$ cat src/rtl/mdio_pkg.sv
package mdio_pkg;
  localparam int PHY_AW = 5;
  localparam int REG_AW = 5;
  localparam int DATA_W = 16;

  localparam int CMD_PHY_LSB  = 11;
  localparam int CMD_REG_LSB  = 6;
  localparam int CMD_WR_BIT   = 1;
  localparam int CMD_BUSY_BIT = 0;

  localparam logic [1:0] FRM_SOF   = 2'b01;
  localparam logic [1:0] FRM_OP_WR = 2'b01;
  localparam logic [1:0] FRM_OP_RD = 2'b10;
  localparam logic [1:0] FRM_TA_WR = 2'b10;

  typedef enum logic {
    SEL_CMD  = 1'b0,
    SEL_DATA = 1'b1
  } reg_sel_e;

  typedef struct packed {
    logic [PHY_AW-1:0] phy;
    logic [REG_AW-1:0] regad;
    logic              wr;
  } mdio_cmd_t;
endpackage

$ cat src/rtl/mdio_mdc_gen.sv
module mdio_mdc_gen #(
  parameter int HALF_NORM = 3,
  parameter int HALF_FAST = 6
) (
  input  logic clk,
  input  logic rst_n,
  input  logic run,
  input  logic div_sel,
  output logic mdc,
  output logic rise_stb,
  output logic fall_stb
);
  localparam int HALF_MAX = (HALF_FAST > HALF_NORM) ? HALF_FAST : HALF_NORM;
  localparam int CW       = $clog2(HALF_MAX + 1);

  logic [CW-1:0] half_lim;
  logic [CW-1:0] cnt_q, cnt_d;
  logic          mdc_q, mdc_d;
  logic          tick;

  generate
    if (HALF_NORM == HALF_FAST) begin : g_single
      assign half_lim = CW'(HALF_NORM - 1);
    end else begin : g_select
      assign half_lim = div_sel ? CW'(HALF_FAST - 1) : CW'(HALF_NORM - 1);
    end
  endgenerate

  assign tick = run && (cnt_q == half_lim);

  always_comb begin
    cnt_d = cnt_q;
    mdc_d = mdc_q;
    if (!run) begin
      cnt_d = '0;
      mdc_d = 1'b0;
    end else if (tick) begin
      cnt_d = '0;
      mdc_d = ~mdc_q;
    end else begin
      cnt_d = cnt_q + 1'b1;
    end
  end

  always_ff @(posedge clk or negedge rst_n) begin
    if (!rst_n) begin
      cnt_q <= '0;
      mdc_q <= 1'b0;
    end else begin
      cnt_q <= cnt_d;
      mdc_q <= mdc_d;
    end
  end

  assign mdc      = mdc_q;
  assign rise_stb = tick & ~mdc_q;
  assign fall_stb = tick & mdc_q;

  AST_MDC_PARKED: assert property (@(posedge clk) disable iff (!rst_n)
    !run |=> !mdc_q);
endmodule

$ cat src/rtl/mdio_frame_seq.sv
module mdio_frame_seq
  import mdio_pkg::*;
#(
  parameter int PRE_LEN = 32
) (
  input  logic              clk,
  input  logic              rst_n,
  input  logic              start,
  input  mdio_cmd_t         cmd,
  input  logic [DATA_W-1:0] wdata,
  input  logic              rise_stb,
  input  logic              fall_stb,
  input  logic              mdio_i,
  output logic              active,
  output logic              done,
  output logic              mdio_o,
  output logic              mdio_oe,
  output logic [DATA_W-1:0] rdata
);
  localparam int HDR_W     = 2 + 2 + PHY_AW + REG_AW + 2 + DATA_W;
  localparam int FRAME_LEN = PRE_LEN + HDR_W;
  localparam int TA_POS    = PRE_LEN + 4 + PHY_AW + REG_AW;
  localparam int DATA_POS  = TA_POS + 2;
  localparam int CNT_W     = $clog2(FRAME_LEN);

  logic              active_q, active_d;
  logic              wr_q, wr_d;
  logic [CNT_W-1:0]  bit_q, bit_d;
  logic [HDR_W-1:0]  hdr_q, hdr_d;
  logic [DATA_W-1:0] rx_q, rx_d;
  logic              last_bit;
  logic              in_pre;

  assign last_bit = (bit_q == CNT_W'(FRAME_LEN - 1));
  assign in_pre   = (bit_q < CNT_W'(PRE_LEN));

  always_comb begin
    active_d = active_q;
    wr_d     = wr_q;
    bit_d    = bit_q;
    hdr_d    = hdr_q;
    rx_d     = rx_q;
    done     = 1'b0;
    if (start && !active_q) begin
      active_d = 1'b1;
      wr_d     = cmd.wr;
      bit_d    = '0;
      rx_d     = '0;
      hdr_d    = {FRM_SOF, (cmd.wr ? FRM_OP_WR : FRM_OP_RD), cmd.phy, cmd.regad,
                  FRM_TA_WR, (cmd.wr ? wdata : {DATA_W{1'b1}})};
    end else if (active_q) begin
      if (rise_stb && !wr_q && (bit_q >= CNT_W'(DATA_POS))) begin
        rx_d = {rx_q[DATA_W-2:0], mdio_i};
      end
      if (fall_stb) begin
        if (last_bit) begin
          active_d = 1'b0;
          done     = 1'b1;
        end else begin
          bit_d = bit_q + 1'b1;
          if (!in_pre) begin
            hdr_d = {hdr_q[HDR_W-2:0], 1'b0};
          end
        end
      end
    end
  end

  always_ff @(posedge clk or negedge rst_n) begin
    if (!rst_n) begin
      active_q <= 1'b0;
      wr_q     <= 1'b0;
      bit_q    <= '0;
      hdr_q    <= '0;
      rx_q     <= '0;
    end else begin
      active_q <= active_d;
      wr_q     <= wr_d;
      bit_q    <= bit_d;
      hdr_q    <= hdr_d;
      rx_q     <= rx_d;
    end
  end

  assign active  = active_q;
  assign mdio_o  = active_q & (in_pre | hdr_q[HDR_W-1]);
  assign mdio_oe = active_q & (wr_q | (bit_q < CNT_W'(TA_POS)));
  assign rdata   = rx_q;

  AST_FRAME_ENDS: assert property (@(posedge clk) disable iff (!rst_n)
    active_q && fall_stb && last_bit |=> !active_q);
  AST_WR_RX_FROZEN: assert property (@(posedge clk) disable iff (!rst_n)
    active_q && wr_q |=> $stable(rx_q));
endmodule

$ cat src/rtl/mdio_master.sv
module mdio_master
  import mdio_pkg::*;
#(
  parameter int PRE_LEN   = 32,
  parameter int HALF_NORM = 3,
  parameter int HALF_FAST = 6
) (
  input  logic        clk,
  input  logic        rst_n,
  input  logic        bus_wr,
  input  logic        bus_sel,
  input  logic [15:0] bus_wdata,
  output logic [15:0] bus_rdata,
  input  logic        mdc_div_sel,
  output logic        mdc,
  input  logic        mdio_i,
  output logic        mdio_o,
  output logic        mdio_oe
);
  logic rst_meta_q, rst_sync_q;

  always_ff @(posedge clk or negedge rst_n) begin
    if (!rst_n) begin
      rst_meta_q <= 1'b0;
      rst_sync_q <= 1'b0;
    end else begin
      rst_meta_q <= 1'b1;
      rst_sync_q <= rst_meta_q;
    end
  end

  mdio_cmd_t         cmd_q, cmd_d;
  logic              busy_q, busy_d;
  logic              div_q, div_d;
  logic [DATA_W-1:0] data_q, data_d;
  logic              cmd_wr_en, data_wr_en, start;
  logic              seq_active, seq_done;
  logic [DATA_W-1:0] seq_rdata;
  logic              rise_stb, fall_stb;
  logic              unused_cmd_bits;

  assign unused_cmd_bits = ^bus_wdata[CMD_REG_LSB-1:CMD_WR_BIT+1];

  assign cmd_wr_en  = bus_wr && !busy_q && (bus_sel == SEL_CMD);
  assign data_wr_en = bus_wr && !busy_q && (bus_sel == SEL_DATA);
  assign start      = cmd_wr_en && bus_wdata[CMD_BUSY_BIT];

  always_comb begin
    cmd_d  = cmd_q;
    busy_d = busy_q;
    div_d  = div_q;
    data_d = data_q;
    if (cmd_wr_en) begin
      cmd_d.phy   = bus_wdata[CMD_PHY_LSB +: PHY_AW];
      cmd_d.regad = bus_wdata[CMD_REG_LSB +: REG_AW];
      cmd_d.wr    = bus_wdata[CMD_WR_BIT];
    end
    if (start) begin
      busy_d = 1'b1;
      div_d  = mdc_div_sel;
    end else if (seq_done) begin
      busy_d = 1'b0;
    end
    if (data_wr_en) begin
      data_d = bus_wdata;
    end else if (seq_done && !cmd_q.wr) begin
      data_d = seq_rdata;
    end
  end

  always_ff @(posedge clk or negedge rst_sync_q) begin
    if (!rst_sync_q) begin
      cmd_q  <= '0;
      busy_q <= 1'b0;
      div_q  <= 1'b0;
      data_q <= '0;
    end else begin
      cmd_q  <= cmd_d;
      busy_q <= busy_d;
      div_q  <= div_d;
      data_q <= data_d;
    end
  end

  assign bus_rdata = (bus_sel == SEL_CMD)
                   ? {cmd_q.phy, cmd_q.regad, 4'b0000, cmd_q.wr, busy_q}
                   : data_q;

  mdio_mdc_gen #(
    .HALF_NORM (HALF_NORM),
    .HALF_FAST (HALF_FAST)
  ) mdc_gen_i (
    .clk      (clk),
    .rst_n    (rst_sync_q),
    .run      (seq_active),
    .div_sel  (div_q),
    .mdc      (mdc),
    .rise_stb (rise_stb),
    .fall_stb (fall_stb)
  );

  mdio_frame_seq #(
    .PRE_LEN (PRE_LEN)
  ) frame_seq_i (
    .clk      (clk),
    .rst_n    (rst_sync_q),
    .start    (start),
    .cmd      (cmd_d),
    .wdata    (data_q),
    .rise_stb (rise_stb),
    .fall_stb (fall_stb),
    .mdio_i   (mdio_i),
    .active   (seq_active),
    .done     (seq_done),
    .mdio_o   (mdio_o),
    .mdio_oe  (mdio_oe),
    .rdata    (seq_rdata)
  );

  AST_IDLE_QUIET: assert property (@(posedge clk) disable iff (!rst_sync_q)
    !busy_q |-> !mdc && !mdio_oe);
  AST_START_BUSY: assert property (@(posedge clk) disable iff (!rst_sync_q)
    start |=> busy_q);
  AST_CMD_LOCKED: assert property (@(posedge clk) disable iff (!rst_sync_q)
    busy_q && bus_wr |=> $stable(cmd_q));
  AST_WDATA_LOCKED: assert property (@(posedge clk) disable iff (!rst_sync_q)
    busy_q && bus_wr && cmd_q.wr |=> $stable(data_q));
endmodule

$ cat config.mk
export PLATFORM = sky130hd
export DESIGN_NAME = mdio_master
export DESIGN_NICKNAME = d
export VERILOG_FILES = /design/src/rtl/mdio_pkg.sv /design/src/rtl/mdio_mdc_gen.sv /design/src/rtl/mdio_frame_seq.sv /design/src/rtl/mdio_master.sv
export SDC_FILE = /design/constraint.sdc
export NUM_CORES = 1
export LEC_CHECK = 0
export ABC_AREA = 1
export CELL_PAD_IN_SITES_DETAIL_PLACEMENT = 0
export CELL_PAD_IN_SITES_GLOBAL_PLACEMENT = 2
export CORE_AREA = 2 2 126 128
export DETAILED_ROUTE_END_ITERATION = 8
export DIE_AREA = 0 0 128 130
export HOLD_SLACK_MARGIN = 0.05
export PLACE_DENSITY = 0.73
export SLEW_MARGIN = 20
export SYNTH_ARGS = -nofsm -noshare
export SYNTH_HDL_FRONTEND = slang
export SYNTH_SLANG_ARGS = --single-unit
$ cat constraint.sdc
create_clock -name clk -period 2.65 [get_ports clk]
set_clock_uncertainty 0.2 [all_clocks]
set_input_delay 0.53 -clock clk [delete_from_list [all_inputs] [get_ports clk]]
set_output_delay 0.53 -clock clk [all_outputs]
set_load 0.1 [all_outputs]
==> flow_metrics.env, run 1 <==
export IMPL_outcome="finished clean"
export IMPL_worst_pin_slew_ns=0.6509
export IMPL_core_area_um2=15420
export IMPL_drtPass1Iterations=4
export IMPL_crit_path_start_kind="input pin"
export IMPL_drv_cap=0
export IMPL_peakVddDrop_v=0.0002710
export IMPL_diodes=0
export IMPL_fill_cells=1611
export IMPL_vias_per_cell=4.557
export IMPL_setup_violations_final=0
export IMPL_grt_usage_pct=14.62
export IMPL_place_detailed_hpwl_um=7694
export IMPL_grt_max_degree=66
export IMPL_areaGrowthSynthToFinish_pct=25.94
export IMPL_yosysMostFrequentCell="nand2_1"
export IMPL_period_needed_ns=2.622
export IMPL_cp_end_kind="output port"
export IMPL_yosysWarnings=0
export IMPL_seqCellArea_um2=2281
export IMPL_max_freq_mhz=381.5
export IMPL_p_leak_nw=3.012
export IMPL_die_height_um=130
export IMPL_final_nets=639
export IMPL_die_area_um2=16640
export IMPL_ant_nets=0
export IMPL_slew_violations=0
export IMPL_ys_types=29
export IMPL_synth_top_cell_by_area="dfrtp_1"
export IMPL_rsz0062_at_grt="true"
export IMPL_ys_top_cells_by_area="dfrtp_1 50%, nand2_1 17%, nand3_1 7.1%"
export IMPL_clock_sinks=91
export IMPL_power_per_cell_area_nw_per_um2=550.3
export IMPL_port_buffers=40
export IMPL_cts_tree="built"
export IMPL_cts_made_buffers=9
export IMPL_path_max_fanout=20
export IMPL_multi_input_area_um2=1849
export IMPL_initial_utilization_pct=29.23
export IMPL_required_ns=1.92
export IMPL_grt_pass1_vias=3664
export IMPL_drt_iter0_drc=167
export IMPL_final_period_utilization_pct=98.93
export IMPL_synth_edff_count=0
export IMPL_finalHoldViolCount=0
export IMPL_hp_class="in2async"
export IMPL_syn_inst=583
export IMPL_drive_above_1_share_pct=11.29
export IMPL_cts_root_to_sink_buffers=2
export IMPL_overflow=0
export IMPL_antenna_found_initial=0
export IMPL_syn_area_um2=4509
export IMPL_synthTopCellsByCount="209 x nand2_1, 91 x dfrtp_1, 64 x nand3_1, 62 x inv_1, 46 x o21ai_0"
export IMPL_clk_pin_slew_ns=0.07
export IMPL_crit_type="in2out"
export IMPL_vias=3700
export IMPL_synth_seq_cells=91
export IMPL_async_flop_share_pct=100.0
export IMPL_reg2regPathDepth=7
export IMPL_wl_um=11220
export IMPL_fin_tns_setup_ns=0
export IMPL_syn_num_nets=607
export IMPL_grt_pass1_wl_um=19040
export IMPL_synth_top_area_share_pct=50.50
export IMPL_cts_htree_levels=3
export IMPL_clkLatencyLatePin_ns=0.35
export IMPL_num_rows=46
export IMPL_die_x_um=128
export IMPL_arrival_ns=1.89
export IMPL_synth_flop_cell="dfrtp_1"
export IMPL_place_gp_congestion=0.7918
export IMPL_cts_setup_buffers=0
export IMPL_relSlewSlack_pct=56.47
export IMPL_yosysSeqAreaShare_pct=50.50
export IMPL_drc=0
export IMPL_drt_wirelength_per_cell_um=13.82
export IMPL_root_buffer="clkbuf_16"
export IMPL_synth_avg_cell_area_um2=7.735
export IMPL_num_io_pins=41
export IMPL_final_util_pct=36.82
==> timing repair <==
action / 4_1_cts / 5_1_grt
hold buffers: 1 / 0
hold endpoints to repair: 13 / 0
endpoints found under the setup margin: 0 / 3
resized for setup: 0 / 0
==> cell families after synthesis <==
kind of cell / after synthesis / synth area share [%]
muxes: 1 / 0.2497
other: 1 / 0.08316
DFF: 91 / 50.50
AOI/OAI and AO/OA: 78 / 9.129
buffers and inverters: 95 / 8.962
adders and majority gates: 2 / 0.5549
xor gates and xnor gates: 5 / 0.9711
and+or+nand+nor: 310 / 29.55
==> final cells by class <==
class,instances,area share [%]
Multi-Input combinational cell,397,32.56
Clock inverter,6,1.564
Sequential cell,91,40.16
Inverter,62,4.098
Timing Repair Buffer,54,13.17
Clock buffer,10,4.208
Tap cell,192,4.230
==> cell usage in the layout (no fill, tap or decap), drive strengths merged <==
| cell | instances |
|---|---|
| o21ai | 47 |
| clkdlybuf4s50 | 21 |
| clkinvlp | 2 |
| bufinv | 2 |
| ha | 2 |
| mux2 | 1 |
| a21oi | 15 |
| xnor2 | 1 |
| nand3 | 65 |
| nor2 | 24 |
| xor2 | 4 |
| nand4 | 3 |
| buf | 32 |
| inv | 62 |
| dlygate4sd3 | 1 |
| dfrtp | 91 |
| o22ai | 15 |
| clkbuf | 10 |
| nand2 | 214 |
| clkinv | 2 |
| conb | 1 |
| or2 | 2 |
| o31ai | 1 |
| nor3 | 2 |
==> metal layers <==
metal / wire length [um] / GRT usage (%) / vias up
li1: - / - / 1904
met1: 5969 / 21.53 / 1731
met2: 4762 / 21.08 / 51
met3: 312 / 2.829 / 14
met4: 178 / 5.882 / 0
met5: 0 / 0 / -
==> state kept, by name (all words and copies together) (netlist names), 3 cells and up <==
signal	count
frame_seq_i.hdr_q	32
data_q	16
frame_seq_i.rdata	16
cmd_q	11
frame_seq_i.bit_q	6
mdc_gen_i.cnt_q	3
==> power by group <==
group          switching [mW]  leakage (nW)  internal, mW
clock network           0.578         0.155         0.853
logic                   0.188          1.74         0.103
registers             0.00577          1.12          1.40
==> critical path, stage by stage <==
cell and delay (ns):
clkdlybuf4s50_1 0.60, buf_12 0.19, nor2_1 0.05, a21oi_1 0.29, buf_12 0.22
==> final timing paths <==
| path | startpoint | endpoint | slack [ns] |
|---|---|---|---|
| setup / recovery | bus_sel | bus_rdata[7] | 0.03 |
| hold / removal | rst_n | rst_sync_q | 0.14 |
| setup reg to reg | frame_seq_i.bit_q[1] | data_q[8] | 0.65 |
| hold reg to reg | rst_sync_q | cmd_q[7] | 0.14 |
| max in group asynchronous | rst_sync_q | frame_seq_i.hdr_q[20] | 1.08 |
| min in group clk | rst_meta_q | rst_sync_q | 0.16 |
==> through the flow <==
stage                     hold WS (ns)  total power [mW]  area [um^2]  worst slack, ns  std cells
after floorplan                0.03441             1.589         4529          -0.5333        583
after global placement       -0.006347             1.724         5341          0.02874        795
after detailed placement    -0.0002450             1.724         5341          0.04388        795
after CTS                       0.1264             3.165         5679          0.02716        812
after global routing            0.1268             3.230         5679         -0.01451        812
final                           0.1375             3.125         5679          0.02844        812
Power figures use the tool's default switching activity.
==> run 2, diff against run 1 <==
--- a/config.mk
+++ b/config.mk
@@ -11,6 +11,7 @@
 export CORE_AREA = 2 2 126 128
 export DETAILED_ROUTE_END_ITERATION = 8
 export DIE_AREA = 0 0 128 130
+export GPL_ROUTABILITY_DRIVEN = 0
 export HOLD_SLACK_MARGIN = 0.05
 export PLACE_DENSITY = 0.73
 export SLEW_MARGIN = 20
==> results of run 2 <==
Final layout, timing and power as in run 1 (identical DEF).
==> run 3, diff against run 2 <==
--- a/config.mk
+++ b/config.mk
@@ -8,12 +8,12 @@
 export ABC_AREA = 1
 export CELL_PAD_IN_SITES_DETAIL_PLACEMENT = 0
 export CELL_PAD_IN_SITES_GLOBAL_PLACEMENT = 2
-export CORE_AREA = 2 2 126 128
+export CORE_AREA = 2 2 133 135
 export DETAILED_ROUTE_END_ITERATION = 8
-export DIE_AREA = 0 0 128 130
+export DIE_AREA = 0 0 135 137
 export GPL_ROUTABILITY_DRIVEN = 0
 export HOLD_SLACK_MARGIN = 0.05
-export PLACE_DENSITY = 0.73
+export PLACE_DENSITY = 0.66
 export SLEW_MARGIN = 20
 export SYNTH_ARGS = -nofsm -noshare
 export SYNTH_HDL_FRONTEND = slang
==> flow_metrics.env, run 3 (synthesis gave the netlist of run 1 again) <==
export IMPL_diodes=0
export IMPL_ant_nets=0
export IMPL_grt_pass1_vias=3671
export IMPL_die_area_um2=18500
export IMPL_initial_utilization_pct=26.44
export IMPL_required_ns=1.92
export IMPL_final_nets=643
export IMPL_grt_max_degree=50
export IMPL_vias_per_cell=4.380
export IMPL_fill_cells=1870
export IMPL_period_needed_ns=2.548
export IMPL_max_freq_mhz=392.4
export IMPL_peakVddDrop_v=0.0002544
export IMPL_place_detailed_hpwl_um=8134
export IMPL_outcome="finished clean"
export IMPL_drv_cap=0
export IMPL_cts_tree="built"
export IMPL_reg2regPathDepth=6
export IMPL_cts_made_buffers=9
export IMPL_antenna_found_initial=0
export IMPL_p_leak_nw=3.004
export IMPL_worst_path_largest_cell_delay_ns=0.50
export IMPL_worst_path_max_delay_cell="clkdlybuf4s50_1"
export IMPL_cts_hold_buf=0
export IMPL_path_max_fanout=16
export IMPL_overflow=0
export IMPL_clock_sinks=91
export IMPL_layout_commonest_cell="nand2_1"
export IMPL_drt_iter0_drc=184
export IMPL_finalHoldViolCount=0
export IMPL_crit_chain="clkdlybuf4s50_1, buf_4, nor2_1, a21oi_1, buf_12"
export IMPL_r2r_end="frame_seq_i.hdr_q[15]"
export IMPL_cts_root_to_sink_buffers=2
export IMPL_drt_wirelength_per_cell_um=13.39
export IMPL_die_height_um=137
export IMPL_drtPass1Iterations=4
export IMPL_final_period_utilization_pct=96.17
export IMPL_power_per_cell_area_nw_per_um2=504.8
export IMPL_num_io_pins=41
export IMPL_wl_um=11350
export IMPL_worst_slack_ns=0.1016
export IMPL_vias=3714
export IMPL_areaGrowthSynthToFinish_pct=25.97
export IMPL_grt_usage_pct=13.38
export IMPL_slew_violations=0
export IMPL_grt_pass1_wl_um=19130
export IMPL_r2r_slack_ns=0.67
export IMPL_final_util_pct=33.30
export IMPL_arrival_ns=1.82
export IMPL_crit_path_start_kind="input pin"
export IMPL_r2r_start="frame_seq_i.bit_q[0]"
export IMPL_drive_above_1_share_pct=11.72
export IMPL_drc=0
export IMPL_use_met3_pct=2.222
export IMPL_port_buffers=40
export IMPL_mostFrequentLayoutCells="208 x nand2_1, 90 x dfrtp_1, 64 x nand3_1"
export IMPL_cts_htree_levels=3
export IMPL_die_x_um=135
export IMPL_holdWs_ns=0.07264
export IMPL_crit_family="buffers and inverters"
export IMPL_root_buffer="clkbuf_16"
export IMPL_grt_use_met1_pct=19.38
export IMPL_place_ws_ns=0.1036
export IMPL_cts_setup_buffers=0
export IMPL_core_area_um2=17060
export IMPL_top_usage_layer="met2"
export IMPL_setup_violations_final=0
export IMPL_placed_cells=833
export IMPL_clkLatencyLatePin_ns=0.35
export IMPL_regMostFlops="frame_seq_i.hdr_q"
export IMPL_rsz0062_at_grt="false"
export IMPL_met2_usage_pct=19.74
export IMPL_clk_pin_slew_ns=0.06
export IMPL_cp_num_buf_inv=3
export IMPL_cp_end_kind="output port"
export IMPL_largest_reg_flops=32
export IMPL_num_rows=48
export IMPL_crit_type="in2out"
export IMPL_hp_class="reg2async"
export IMPL_cts_resized=0
export IMPL_fin_cells=848
## run 3: cell types whose count changed in the layout (fill, tap and decap cells not counted)
cell           change
clkinv_2           +2
clkbuf_1           +1
bufinv_16          -2
clkbuf_8           -1
dlygate4sd3_1      -1
buf_4              +5
clkinvlp_4         -1
## run 3: metal layers
layer  vias up  share of wire, %
met4         0               2.0
met1      1738                52
met2        50                43
li1       1912                 -
met3        14               2.8
met5         -                 0
## run 3: how the worst max path moves through the flow
stage,cells past startpoint,start,endpoint,slack (ns)
after floorplan,3,bus_sel,bus_rdata[10],-0.53
after global placement,5,bus_sel,bus_rdata[9],0.07
after detailed placement,9,bus_sel,frame_seq_i.rdata[5],0.10
after CTS,5,bus_sel,bus_rdata[8],0.1
after global routing,5,bus_sel,bus_rdata[8],0.005
final,5,bus_sel,bus_rdata[8],0.10
## run 3: where the power goes
group	total, mW	internal, mW	switching (mW)
clock	1.17	0.628	0.547
sequential	1.41	1.40	0.0137
combinational	0.281	0.101	0.180
total	2.87	2.13	0.740
## run 3: worst register-to-register path, stage by stage (launching register included)
cell and delay [ns]:
dfrtp_1 0.41, ha_1 0.25, nand4_1 0.18, nand4_4 0.35, buf_4 0.35, nand3_1 0.09
nand2_1 0.05
## run 3: area by class of cell
cell class	count	area, um^2	share of cell area, %
clock buffer	10	229.0	4.031
clock inverter	5	31.28	0.5507
inverter	62	232.7	4.097
multi-input combinational	397	1849	32.55
sequential	91	2281	40.15
tap	225	281.5	4.956
timing repair buffer	58	775.7	13.66
## run 3: through the flow
step / power (mW) / area [um^2] / setup TNS [ns]
final: 2.868 / 5680 / 0
after global routing: 2.991 / 5680 / 0
after CTS: 2.915 / 5680 / 0
after detailed placement: 1.725 / 5420 / 0
after global placement: 1.724 / 5420 / 0
after floorplan: 1.589 / 4529 / -4.382
